===== src/rtl/black_clamp_pkg.sv =====
package black_clamp_pkg;

   // Saturate a signed sum into an unsigned pixel code of width w.
   function automatic logic [31:0] clip_code(input logic signed [31:0] v, input int w);
      logic signed [31:0] top;
      top = (32'sd1 <<< w) - 32'sd1;
      if (v < 0)
         return 32'd0;
      else if (v > top)
         return top;
      else
         return v;
   endfunction

   // Pixel-side strobes carried alongside a captured sample.
   typedef struct packed {
      logic ob;
      logic blank;
   } strobe_t;

endpackage


===== src/rtl/black_clamp_target.sv =====
module black_clamp_target #(
   parameter int LVL_W     = 8,
   parameter int TGT_W     = 12,
   parameter int FIX_LEVEL = 492,
   parameter int SCALE_SH  = 2
) (
   input  logic             lvl_sel,
   input  logic [LVL_W-1:0] lvl_code,
   output logic [TGT_W-1:0] tgt
);
   localparam int SCALED_W = LVL_W + SCALE_SH;

   if (SCALED_W > TGT_W) begin : g_bad_w
      $error("black_clamp_target: TGT_W too narrow for scaled level");
   end
   if (FIX_LEVEL >= (1 << TGT_W)) begin : g_bad_fix
      $error("black_clamp_target: FIX_LEVEL does not fit TGT_W");
   end

   logic [SCALED_W-1:0] scaled;

   if (SCALE_SH == 0) begin : g_noscale
      assign scaled = lvl_code;
   end else begin : g_scale
      assign scaled = {lvl_code, {SCALE_SH{1'b0}}};
   end

   always_comb begin
      if (lvl_sel)
         tgt = TGT_W'(scaled);
      else
         tgt = TGT_W'(FIX_LEVEL);
   end
endmodule


===== src/rtl/black_clamp_loop.sv =====
module black_clamp_loop
   import black_clamp_pkg::*;
#(
   parameter int PIX_W  = 14,
   parameter int OFS_W  = 16,
   parameter int TGT_W  = 12,
   parameter int K_NORM = 8,
   parameter int K_FAST = 7
) (
   input  logic                    clk,
   input  logic                    rst_n,
   input  logic [PIX_W-1:0]        s1_pix,
   input  strobe_t                 s1_str,
   input  logic                    clamp_off,
   input  logic                    fast_loop,
   input  logic [TGT_W-1:0]        tgt,
   output logic [PIX_W-1:0]        corr_q,
   output logic signed [OFS_W-1:0] ofs_q
);
   localparam int SW      = OFS_W + 2;
   localparam int PIX_MAX = (1 << PIX_W) - 1;

   if (OFS_W < PIX_W + 2) begin : g_bad_ofs
      $error("black_clamp_loop: OFS_W must be at least PIX_W+2");
   end
   if (TGT_W > PIX_W) begin : g_bad_tgt
      $error("black_clamp_loop: target wider than pixel");
   end
   if (K_NORM < 1 || K_FAST < 1 || K_NORM >= SW || K_FAST >= SW) begin : g_bad_k
      $error("black_clamp_loop: shift out of range");
   end

   logic signed [SW-1:0] sum;
   logic [PIX_W-1:0]     corr;
   logic signed [SW-1:0] err;
   logic signed [SW-1:0] step;
   logic signed [SW-1:0] ofs_next;
   logic                 upd;

   // correction with saturation
   always_comb begin
      sum = SW'(ofs_q) + $signed({{(SW-PIX_W){1'b0}}, s1_pix});
      if (sum < 0)
         corr = '0;
      else if (sum > SW'(PIX_MAX))
         corr = PIX_W'(PIX_MAX);
      else
         corr = sum[PIX_W-1:0];
   end

   assign err = $signed({{(SW-TGT_W){1'b0}}, tgt}) - $signed({{(SW-PIX_W){1'b0}}, corr});

   // shift variant chosen by parameters
   if (K_NORM == K_FAST) begin : g_one_k
      assign step = err >>> K_NORM;
   end else begin : g_two_k
      always_comb begin
         if (fast_loop)
            step = err >>> K_FAST;
         else
            step = err >>> K_NORM;
      end
   end

   assign ofs_next = SW'(ofs_q) + step;
   assign upd      = s1_str.ob && !clamp_off;

   always_ff @(posedge clk or negedge rst_n) begin
      if (!rst_n) begin
         ofs_q <= '0;
      end else if (upd) begin
         ofs_q <= ofs_next[OFS_W-1:0];
      end
   end

   // blanking only when the black window is not active
   always_ff @(posedge clk or negedge rst_n) begin
      if (!rst_n) begin
         corr_q <= '0;
      end else if (s1_str.blank && !s1_str.ob) begin
         corr_q <= '0;
      end else begin
         corr_q <= corr;
      end
   end
endmodule


===== src/rtl/black_clamp_delay.sv =====
module black_clamp_delay #(
   parameter int W     = 14,
   parameter int DEPTH = 7
) (
   input  logic         clk,
   input  logic         rst_n,
   input  logic [W-1:0] din,
   output logic [W-1:0] dout
);
   if (DEPTH < 0) begin : g_bad_depth
      $error("black_clamp_delay: negative depth");
   end

   if (DEPTH == 0) begin : g_wire
      assign dout = din;
   end else begin : g_regs
      logic [W-1:0] tap [DEPTH];
      for (genvar i = 0; i < DEPTH; i++) begin : g_stage
         if (i == 0) begin : g_first
            always_ff @(posedge clk or negedge rst_n) begin
               if (!rst_n)
                  tap[i] <= '0;
               else
                  tap[i] <= din;
            end
         end else begin : g_next
            always_ff @(posedge clk or negedge rst_n) begin
               if (!rst_n)
                  tap[i] <= '0;
               else
                  tap[i] <= tap[i-1];
            end
         end
      end
      assign dout = tap[DEPTH-1];
   end
endmodule


===== src/rtl/black_clamp_pipe.sv =====
module black_clamp_pipe
   import black_clamp_pkg::*;
#(
   parameter int PIX_W     = 14,
   parameter int OFS_W     = 16,
   parameter int LVL_W     = 8,
   parameter int LAT       = 9,
   parameter int K_NORM    = 8,
   parameter int K_FAST    = 7,
   parameter int FIX_LEVEL = 492,
   parameter int SCALE_SH  = 2
) (
   input  logic             clk,
   input  logic             rst_n,
   input  logic [PIX_W-1:0] pix_in,
   input  logic             ob_win,
   input  logic             blank_win,
   input  logic             clamp_off,
   input  logic             fast_loop,
   input  logic             lvl_sel,
   input  logic [LVL_W-1:0] lvl_code,
   input  logic             out_off,
   output logic [PIX_W-1:0] pix_out,
   output logic             pix_oe
);
   localparam int TGT_W  = LVL_W + SCALE_SH;
   localparam int TAIL_N = LAT - 2;

   if (LAT < 2) begin : g_bad_lat
      $error("black_clamp_pipe: LAT must cover capture and correction stages");
   end

   logic [PIX_W-1:0]        s1_pix;
   strobe_t                 s1_str;
   logic                    s1_ob;
   logic                    s1_blank;
   logic [TGT_W-1:0]        tgt;
   logic [PIX_W-1:0]        corr_q;
   logic signed [OFS_W-1:0] ofs_q;

   // capture stage
   always_ff @(posedge clk or negedge rst_n) begin
      if (!rst_n) begin
         s1_pix <= '0;
         s1_str <= '0;
      end else begin
         s1_pix       <= pix_in;
         s1_str.ob    <= ob_win;
         s1_str.blank <= blank_win;
      end
   end

   assign s1_ob    = s1_str.ob;
   assign s1_blank = s1_str.blank;

   black_clamp_target #(
      .LVL_W    (LVL_W),
      .TGT_W    (TGT_W),
      .FIX_LEVEL(FIX_LEVEL),
      .SCALE_SH (SCALE_SH)
   ) u_tgt (
      .lvl_sel (lvl_sel),
      .lvl_code(lvl_code),
      .tgt     (tgt)
   );

   black_clamp_loop #(
      .PIX_W (PIX_W),
      .OFS_W (OFS_W),
      .TGT_W (TGT_W),
      .K_NORM(K_NORM),
      .K_FAST(K_FAST)
   ) u_loop (
      .clk      (clk),
      .rst_n    (rst_n),
      .s1_pix   (s1_pix),
      .s1_str   (s1_str),
      .clamp_off(clamp_off),
      .fast_loop(fast_loop),
      .tgt      (tgt),
      .corr_q   (corr_q),
      .ofs_q    (ofs_q)
   );

   black_clamp_delay #(
      .W    (PIX_W),
      .DEPTH(TAIL_N)
   ) u_tail (
      .clk  (clk),
      .rst_n(rst_n),
      .din  (corr_q),
      .dout (pix_out)
   );

   always_ff @(posedge clk or negedge rst_n) begin
      if (!rst_n)
         pix_oe <= 1'b1;
      else
         pix_oe <= !out_off;
   end
endmodule


===== config.mk =====
export PLATFORM = sky130hd
export DESIGN_NAME = black_clamp_pipe
export DESIGN_NICKNAME = d
export VERILOG_FILES = /design/src/rtl/black_clamp_pkg.sv /design/src/rtl/black_clamp_target.sv /design/src/rtl/black_clamp_loop.sv /design/src/rtl/black_clamp_delay.sv /design/src/rtl/black_clamp_pipe.sv
export SDC_FILE = /design/constraint.sdc
export NUM_CORES = 1
export LEC_CHECK = 0
export ABC_AREA = 0
export BUFFER_PORTS_ARGS = -buffer_cell sky130_fd_sc_hd__buf_4
export CORE_AREA = 2 2 120 122
export CTS_BUF_LIST = sky130_fd_sc_hd__clkbuf_8
export CTS_CLUSTER_DIAMETER = 50
export DETAILED_ROUTE_END_ITERATION = 8
export DIE_AREA = 0 0 122 124
export GPL_TIMING_DRIVEN = 0
export PLACE_DENSITY = 0.59
export SLEW_MARGIN = 20
export SYNTH_ARGS = -nofsm -noshare
export SYNTH_HDL_FRONTEND = slang
export SYNTH_HIERARCHICAL = 1
export SYNTH_SLANG_ARGS = --single-unit

===== constraint.sdc =====
create_clock -name clk -period 19.85 [get_ports clk]
set_input_delay 2.9775 -clock clk [delete_from_list [all_inputs] [get_ports clk]]
set_output_delay 2.9775 -clock clk [all_outputs]
set_load 0.05 [all_outputs]

==> summary.md, run 1 <==
| Metric | Value |
|---|---|
| CP bufs+invs | 1 |
| Post-Syn Instances | 502 |
| Area grow syn2layout | 16.11% |
| Top delay family on crit path | compound AO/OA/AOI/OAI gates |
| Most common flop cell mapped by yosys | dfrtp_1 |
| RR Endpoint | u_loop/ofs_q[15] |
| Register-to-register setup slack | 12.66 ns |
| Min-delay src | u_tail/g_regs.tap[54] |
| Slew HR | 0.6076 |
| Req. time, crit path | 20.18 ns |
| CTS tree | built |
| Hold Path Sink | u_tail/g_regs.tap[40] |
| Number of flops mapped to enable cells by yosys | 0 |
| Ys Warns | 6 |
| Wirelength per Cell | 13.63 um |
| Yosys top cell area share | 0.5910 |
| Initial antenna violation count | 0 |
| Crit path DAT | 7.53 ns |
| Via density | 4.966 |
| Register bit total from synthesis | 145 |
| Area of the multi-input gates | 2271 um^2 |
| N_diodes | 0 |
| Period utilisation layout | 0.3629 |
| Top Ports | 45 |
| Gr ovfl total | 0 |
| Core Area | 13720 um^2 |
| WS Path Type | in2reg |
| Number of fill cells | 1218 |
| Worst-Margin Slew | 0.5886 ns |
| Setup crit start kind | input pin |
| RSZ-0062 raised after global routing | false |
| Initial cell density of the core | 0.4444 |
| 1st-iter DRT viols | 208 |
| Setup bufs post-CTS | 0 |
| Wire length of the first global-routing pass | 17620 um |
| Skew final | 0.009762 ns |
| Final Hold Vio Count | 0 |
| Vias | 3774 |
| Sink Count | 145 |
| Nets@finish | 639 |
| Crit end category | flop |
| Yosys cell types | 56 |
| Final Wtd Congestion | 0.8265 |
| Gr usage total | 0.1541 |
| Vias in the first global route | 3809 |
| Max-cap violations | 0 |
| Critical path's slowest cell | o41ai_1 |
| Clock latency on the worst-skew pair | 0.44 ns |
| Post-Route WL | 10360 um |
| Sequential element share of the synthesized area | 0.5953 |
| Final setup viols | 0 |
| Clock Tree Buf Depth | 2 |
| Largest net degree at the start of global routing | 101 |
| Largest cells by area after synthesis | dfrtp_1 (59%), ha_1 (8.2%), o21ai_0 (3.3%) |
| Worst-path clk slew | 0.08 ns |
| Die area | 15130 um^2 |
| Max frequency | 138.8 MHz |
| Crit Path Max Fanout | 8 |
| R2r worst-path depth | 32 |
| CP most frequent cell | a21o_1 |
| Post-DP HPWL | 7465 um |
| Final TNS setup | 0 ns |
| Antenna viol nets, final | 0 |
| Worst Hold Path Cells | 0 |
| Post-synth ARST share | 1.000 |
| IO Port Bufs | 44 |
| Most common cell after layout, fill and taps aside | dfrtp_1 |
| Post-synthesis area per instance | 12.15 um^2 |
| Worst min path class | reg2reg |
| Hold buffer count at CTS | 0 |
| Status | finished clean |
| Synthesized area | 6097 um^2 |
| Max Slew Vio Count | 0 |
| Cell taking the most area after synthesis | dfrtp_1 |
| Max incr delay on CP | 0.40 ns |
| H-tree levels | 4 |
| Storage element area | 3630 um^2 |
| Chip Width | 122 um |
| CP Cell Sequence | buf_4 -> and2_1 -> ha_1 -> a21o_1 -> a21o_1 -> a21oi_1 -> nand2_1 -> o21a_1 -> a31o_2 -> xor2_1 -> mux2_2 -> ha_1 -> a21o_1 -> a21oi_1 -> o21bai_1 -> a21o_1 -> a31oi_1 -> nand2b_1 -> a21oi_1 -> o41ai_1 -> xor2_1 -> nor2_1 -> xor2_1 |
| Row count | 43 |
| Die Y | 124 um |
| Clock root buffer | clkbuf_8 |
| Commonest non-fill, non-tap cells in the layout | dfrtp_1 (144), buf_4 (59), o21ai_0 (40), ha_1 (40), nor2_1 (37) |
| Post-cts sizing count | 0 |
| Period minus WS final | 7.204 ns |
| # DRC | 0 |
| First-pass DRT Iterations | 4 |
| Share of cells above drive strength 1 | 0.2000 |
| CTS Buf Count | 17 |
| Worst r2r src | u_loop/ofs_q[0] |
-- layer usage --
metal	GRT usage	wire (um)	share of wire
met1	0.1809	4624	0.45
met2	0.2584	5105	0.49
met3	0.04533	438	0.042
met4	0.07759	193	0.019
met5	0	0	0
-- stage by stage --
stage,cell area [um^2],cells,util,worst slack [ns],hold WS (ns)
floorplan,6101,503,-,12.89,0.3312
global placement,6656,727,0.4852,12.22,0.3315
detailed placement,6691,728,0.4877,12.19,0.3347
CTS,7079,760,0.5160,12.62,0.3490
global route,7079,760,0.5160,12.01,0.3492
finish,7079,760,0.5160,12.65,0.3472
-- final cells by class --
cell class / count / share of cell area
Multi-Input combinational cell: 321 / 0.3208
Tap cell: 180 / 0.03181
Clock inverter: 15 / 0.02174
Inverter: 13 / 0.006893
Clock buffer: 17 / 0.03305
Buffer: 24 / 0.02139
Timing Repair Buffer: 45 / 0.05161
Sequential cell: 145 / 0.5127
-- cell usage after synthesis (4+ instances only) --
cell type    n
a21o_1      18
a21oi_1     28
a31oi_1      4
and2_1       4
buf_4       16
clkbuf_1     6
dfrtp_1    144
ha_1        40
inv_1       13
mux2_2       4
nand2_1     35
nand2b_1    13
nor2_1      37
nor2b_1      5
nor3_1       4
o21a_1       5
o21ai_0     40
o21bai_1     5
xnor2_1     18
xor2_1      12
-- kinds of logic after synthesis --
kind of cell,synth area share
AOI/OAI and AO/OA,0.1441
xor gates and xnor gates,0.04309
adders and majority gates,0.08865
buffers and inverters,0.03283
DFF,0.5953
muxes,0.009029
other,0.0006150
and+or+nand+nor,0.08640
-- worst register-to-register path, delay by kind of cell, from the launching register on --
family	cells	cell delay, ns
AO/OA/AOI/OAI	17	3.61
adder cells (fa/ha/maj)	4	1.26
AND/OR/NAND/NOR	5	0.66
XOR/XNOR	3	0.49
flip-flops	1	0.37
buffers and inverters	2	0.37
multiplexers	1	0.31
-- sequential cells by signal, summed over array words and instances, names as in the netlist --
signal             flops
u_tail/g_regs.tap     84
u_loop/ofs_q          16
s1_pix                14
u_loop/corr_q         14
u_tail/dout           14
pix_oe                 1
s1_blank               1
s1_ob                  1
-- how the worst max path moves through the flow --
stage	start	to	slack [ns]	cells past startpoint
floorplan	lvl_code[2]	u_loop/ofs_q[15]	12.89	22
global placement	lvl_sel	u_loop/ofs_q[15]	12.22	23
detailed placement	lvl_sel	u_loop/ofs_q[15]	12.19	23
CTS	u_loop/ofs_q[0]	u_loop/ofs_q[15]	12.62	32
global route	u_loop/ofs_q[0]	u_loop/ofs_q[15]	12.01	32
finish	lvl_sel	u_loop/ofs_q[15]	12.65	23
Power of run 1 is left out: the tool's default activity adds up to more than one toggle a clock period on the data nets, which glitch-free logic cannot reach.
==> run 2: changes to the inputs <==
- clock period: 19.85 -> 7.2 ns (I/O delays scaled with it)
==> run 2 against run 1 <==
  * Clock skew increased by 0.00057 ns
  * Setup slack got worse by 12 ns
  * Global-route usage about the same
  * Register-to-register slack lost 12 ns
  * Critical endpoint unchanged
  * Highest routed layer unchanged
==> summary.md, run 2 (synthesized netlist as in run 1, its figures left out) <==
| Metric | Value |
|---|---|
| Status | finished clean |
| Hold buffer count at CTS | 0 |
| R2r worst-path depth | 31 |
| Area grow syn2layout | 16.54% |
| Nets@finish | 637 |
| Final cell count without fillers | 758 |
| H-tree levels | 4 |
| Via density | 4.974 |
| Critical path's slowest cell | fa_1 |
| Worst setup path endpoint | u_loop/ofs_q[15] |
| Period minus WS final | 6.744 ns |
| Post-Route WL | 10360 um |
| Chip Width | 122 um |
| Initial antenna violation count | 0 |
| Sink Count | 145 |
| Worst-path clk slew | 0.08 ns |
| Crit end category | flop |
| Die area | 15130 um^2 |
| Skew final | 0.01033 ns |
| First-pass DRT Iterations | 4 |
| Gr ovfl total | 0 |
| Top layer in use | met4 |
| N_diodes | 0 |
| Final Wtd Congestion | 0.8265 |
| Final Hold Vio Count | 0 |
| Placed Cells | 728 |
| Vias in the first global route | 3815 |
| 1st-iter DRT viols | 220 |
| Top Ports | 45 |
| Max Slew Vio Count | 0 |
| RR Endpoint | u_loop/ofs_q[15] |
| Slew HR | 0.6072 |
| CP most frequent cell | a21o_1 |
| Setup crit start kind | flop |
| Wire length of the first global-routing pass | 17650 um |
| Clock latency on the worst-skew pair | 0.44 ns |
| Final setup viols | 0 |
| Period utilisation layout | 0.9366 |
| M1 WL | 4654 um |
| Wirelength per Cell | 13.66 um |
| Post-DP HPWL | 7465 um |
| Worst r2r src | u_loop/ofs_q[0] |
| Final TNS setup | 0 ns |
| Vias | 3770 |
| Commonest non-fill, non-tap cells in the layout | dfrtp_1 (144), buf_4 (59), ha_1 (40) |
| RSZ-0062 raised after global routing | false |
| Max-cap violations | 0 |
| Storage element area | 3630 um^2 |
| Setup bufs post-CTS | 0 |
| CTS tree | built |
| Max frequency | 148.3 MHz |
| Max reg flops | 84 |
| Register-to-register setup slack | 0.46 ns |
| Number of fill cells | 1220 |
| Worst min path class | reg2reg |
| Reg with most FFs | u_tail/g_regs.tap |
| Largest net degree at the start of global routing | 101 |
| Critical path origin | u_loop/ofs_q[0] |
| Gr usage total | 0.1544 |
| Max incr delay on CP | 0.39 ns |
| Row count | 43 |
| Top Registers | u_tail/g_regs.tap (84), u_loop/ofs_q (16) |
| Crit Path Max Fanout | 12 |
| CTS Buf Count | 17 |
| WS Path Type | reg2reg |
| Most common cell after layout, fill and taps aside | dfrtp_1 |
| Share of cells above drive strength 1 | 0.2042 |
| Met2 wire length | 5082 um |
| Area of the multi-input gates | 2305 um^2 |
| Clock Tree Buf Depth | 2 |
| Req. time, crit path | 7.53 ns |
| Crit path DAT | 7.07 ns |
| Initial cell density of the core | 0.4444 |
| Die Y | 124 um |
| Core Area | 13720 um^2 |
| Met3 wire len | 425 um |
| Worst-Margin Slew | 0.5892 ns |
| Antenna viol nets, final | 0 |
| IO Port Bufs | 44 |
| Clock root buffer | clkbuf_8 |
| # DRC | 0 |
## run 2: layout make-up
| cell class | count | share of cell area |
|---|---|---|
| clock inverters | 15 | 0.02166 |
| inverters | 13 | 0.006867 |
| repair buffers | 45 | 0.05142 |
| clock buffers | 17 | 0.03293 |
| multi-input cells | 321 | 0.3244 |
| flip-flops and latches | 145 | 0.5108 |
| well taps | 180 | 0.03170 |
| plain buffers | 22 | 0.02025 |
## run 2: worst min-delay path by stage
stage / slack [ns] / end / start / depth (start not counted)
after floorplan: 0.33 / u_tail/dout[0] / u_tail/g_regs.tap[14] / 0
after global routing: 0.35 / u_tail/g_regs.tap[83] / u_tail/g_regs.tap[97] / 0
after CTS: 0.35 / u_tail/g_regs.tap[40] / u_tail/g_regs.tap[54] / 0
final: 0.35 / u_tail/g_regs.tap[83] / u_tail/g_regs.tap[97] / 0
after detailed placement: 0.33 / u_tail/dout[8] / u_tail/g_regs.tap[22] / 0
after global placement: 0.33 / u_tail/dout[13] / u_tail/g_regs.tap[27] / 0
## run 2: worst max-delay path, delay by kind of cell, from the launching register on
kind / cells / cell delay, ns
flip-flops: 1 / 0.37
buffers and inverters: 1 / 0.07
AO/OA/AOI/OAI: 17 / 3.39
AND/OR/NAND/NOR: 5 / 0.72
multiplexers: 1 / 0.31
adder cells (fa/ha/maj): 4 / 1.25
XOR/XNOR: 3 / 0.48
## run 2: metrics by stage
step | hold slack (ns) | util | instance area, um^2 | worst slack, ns
after global routing | 0.3492 | 0.5179 | 7106 | 0.009134
after CTS | 0.3490 | 0.5166 | 7087 | 0.08448
after floorplan | 0.3312 | - | 6101 | 0.9979
after detailed placement | 0.3347 | 0.4877 | 6691 | 0.0001723
after global placement | 0.3315 | 0.4852 | 6656 | 0.08872
final | 0.3470 | 0.5179 | 7106 | 0.4563
## run 2: repair_timing
item                                   4_1_cts  5_1_grt
setup endpoints to repair                    1        8
resized for setup                            1        6
cloned                                       0        0
endpoints found under the hold margin        0        0
## run 2: routing by layer
layer | vias to the layer above | GRT usage
met5 | - | 0
met4 | 0 | 0.07759
met3 | 20 | 0.04533
met2 | 82 | 0.2591
met1 | 1814 | 0.1812
li1 | 1854 | -
Power of run 2 is left out for the same reason.
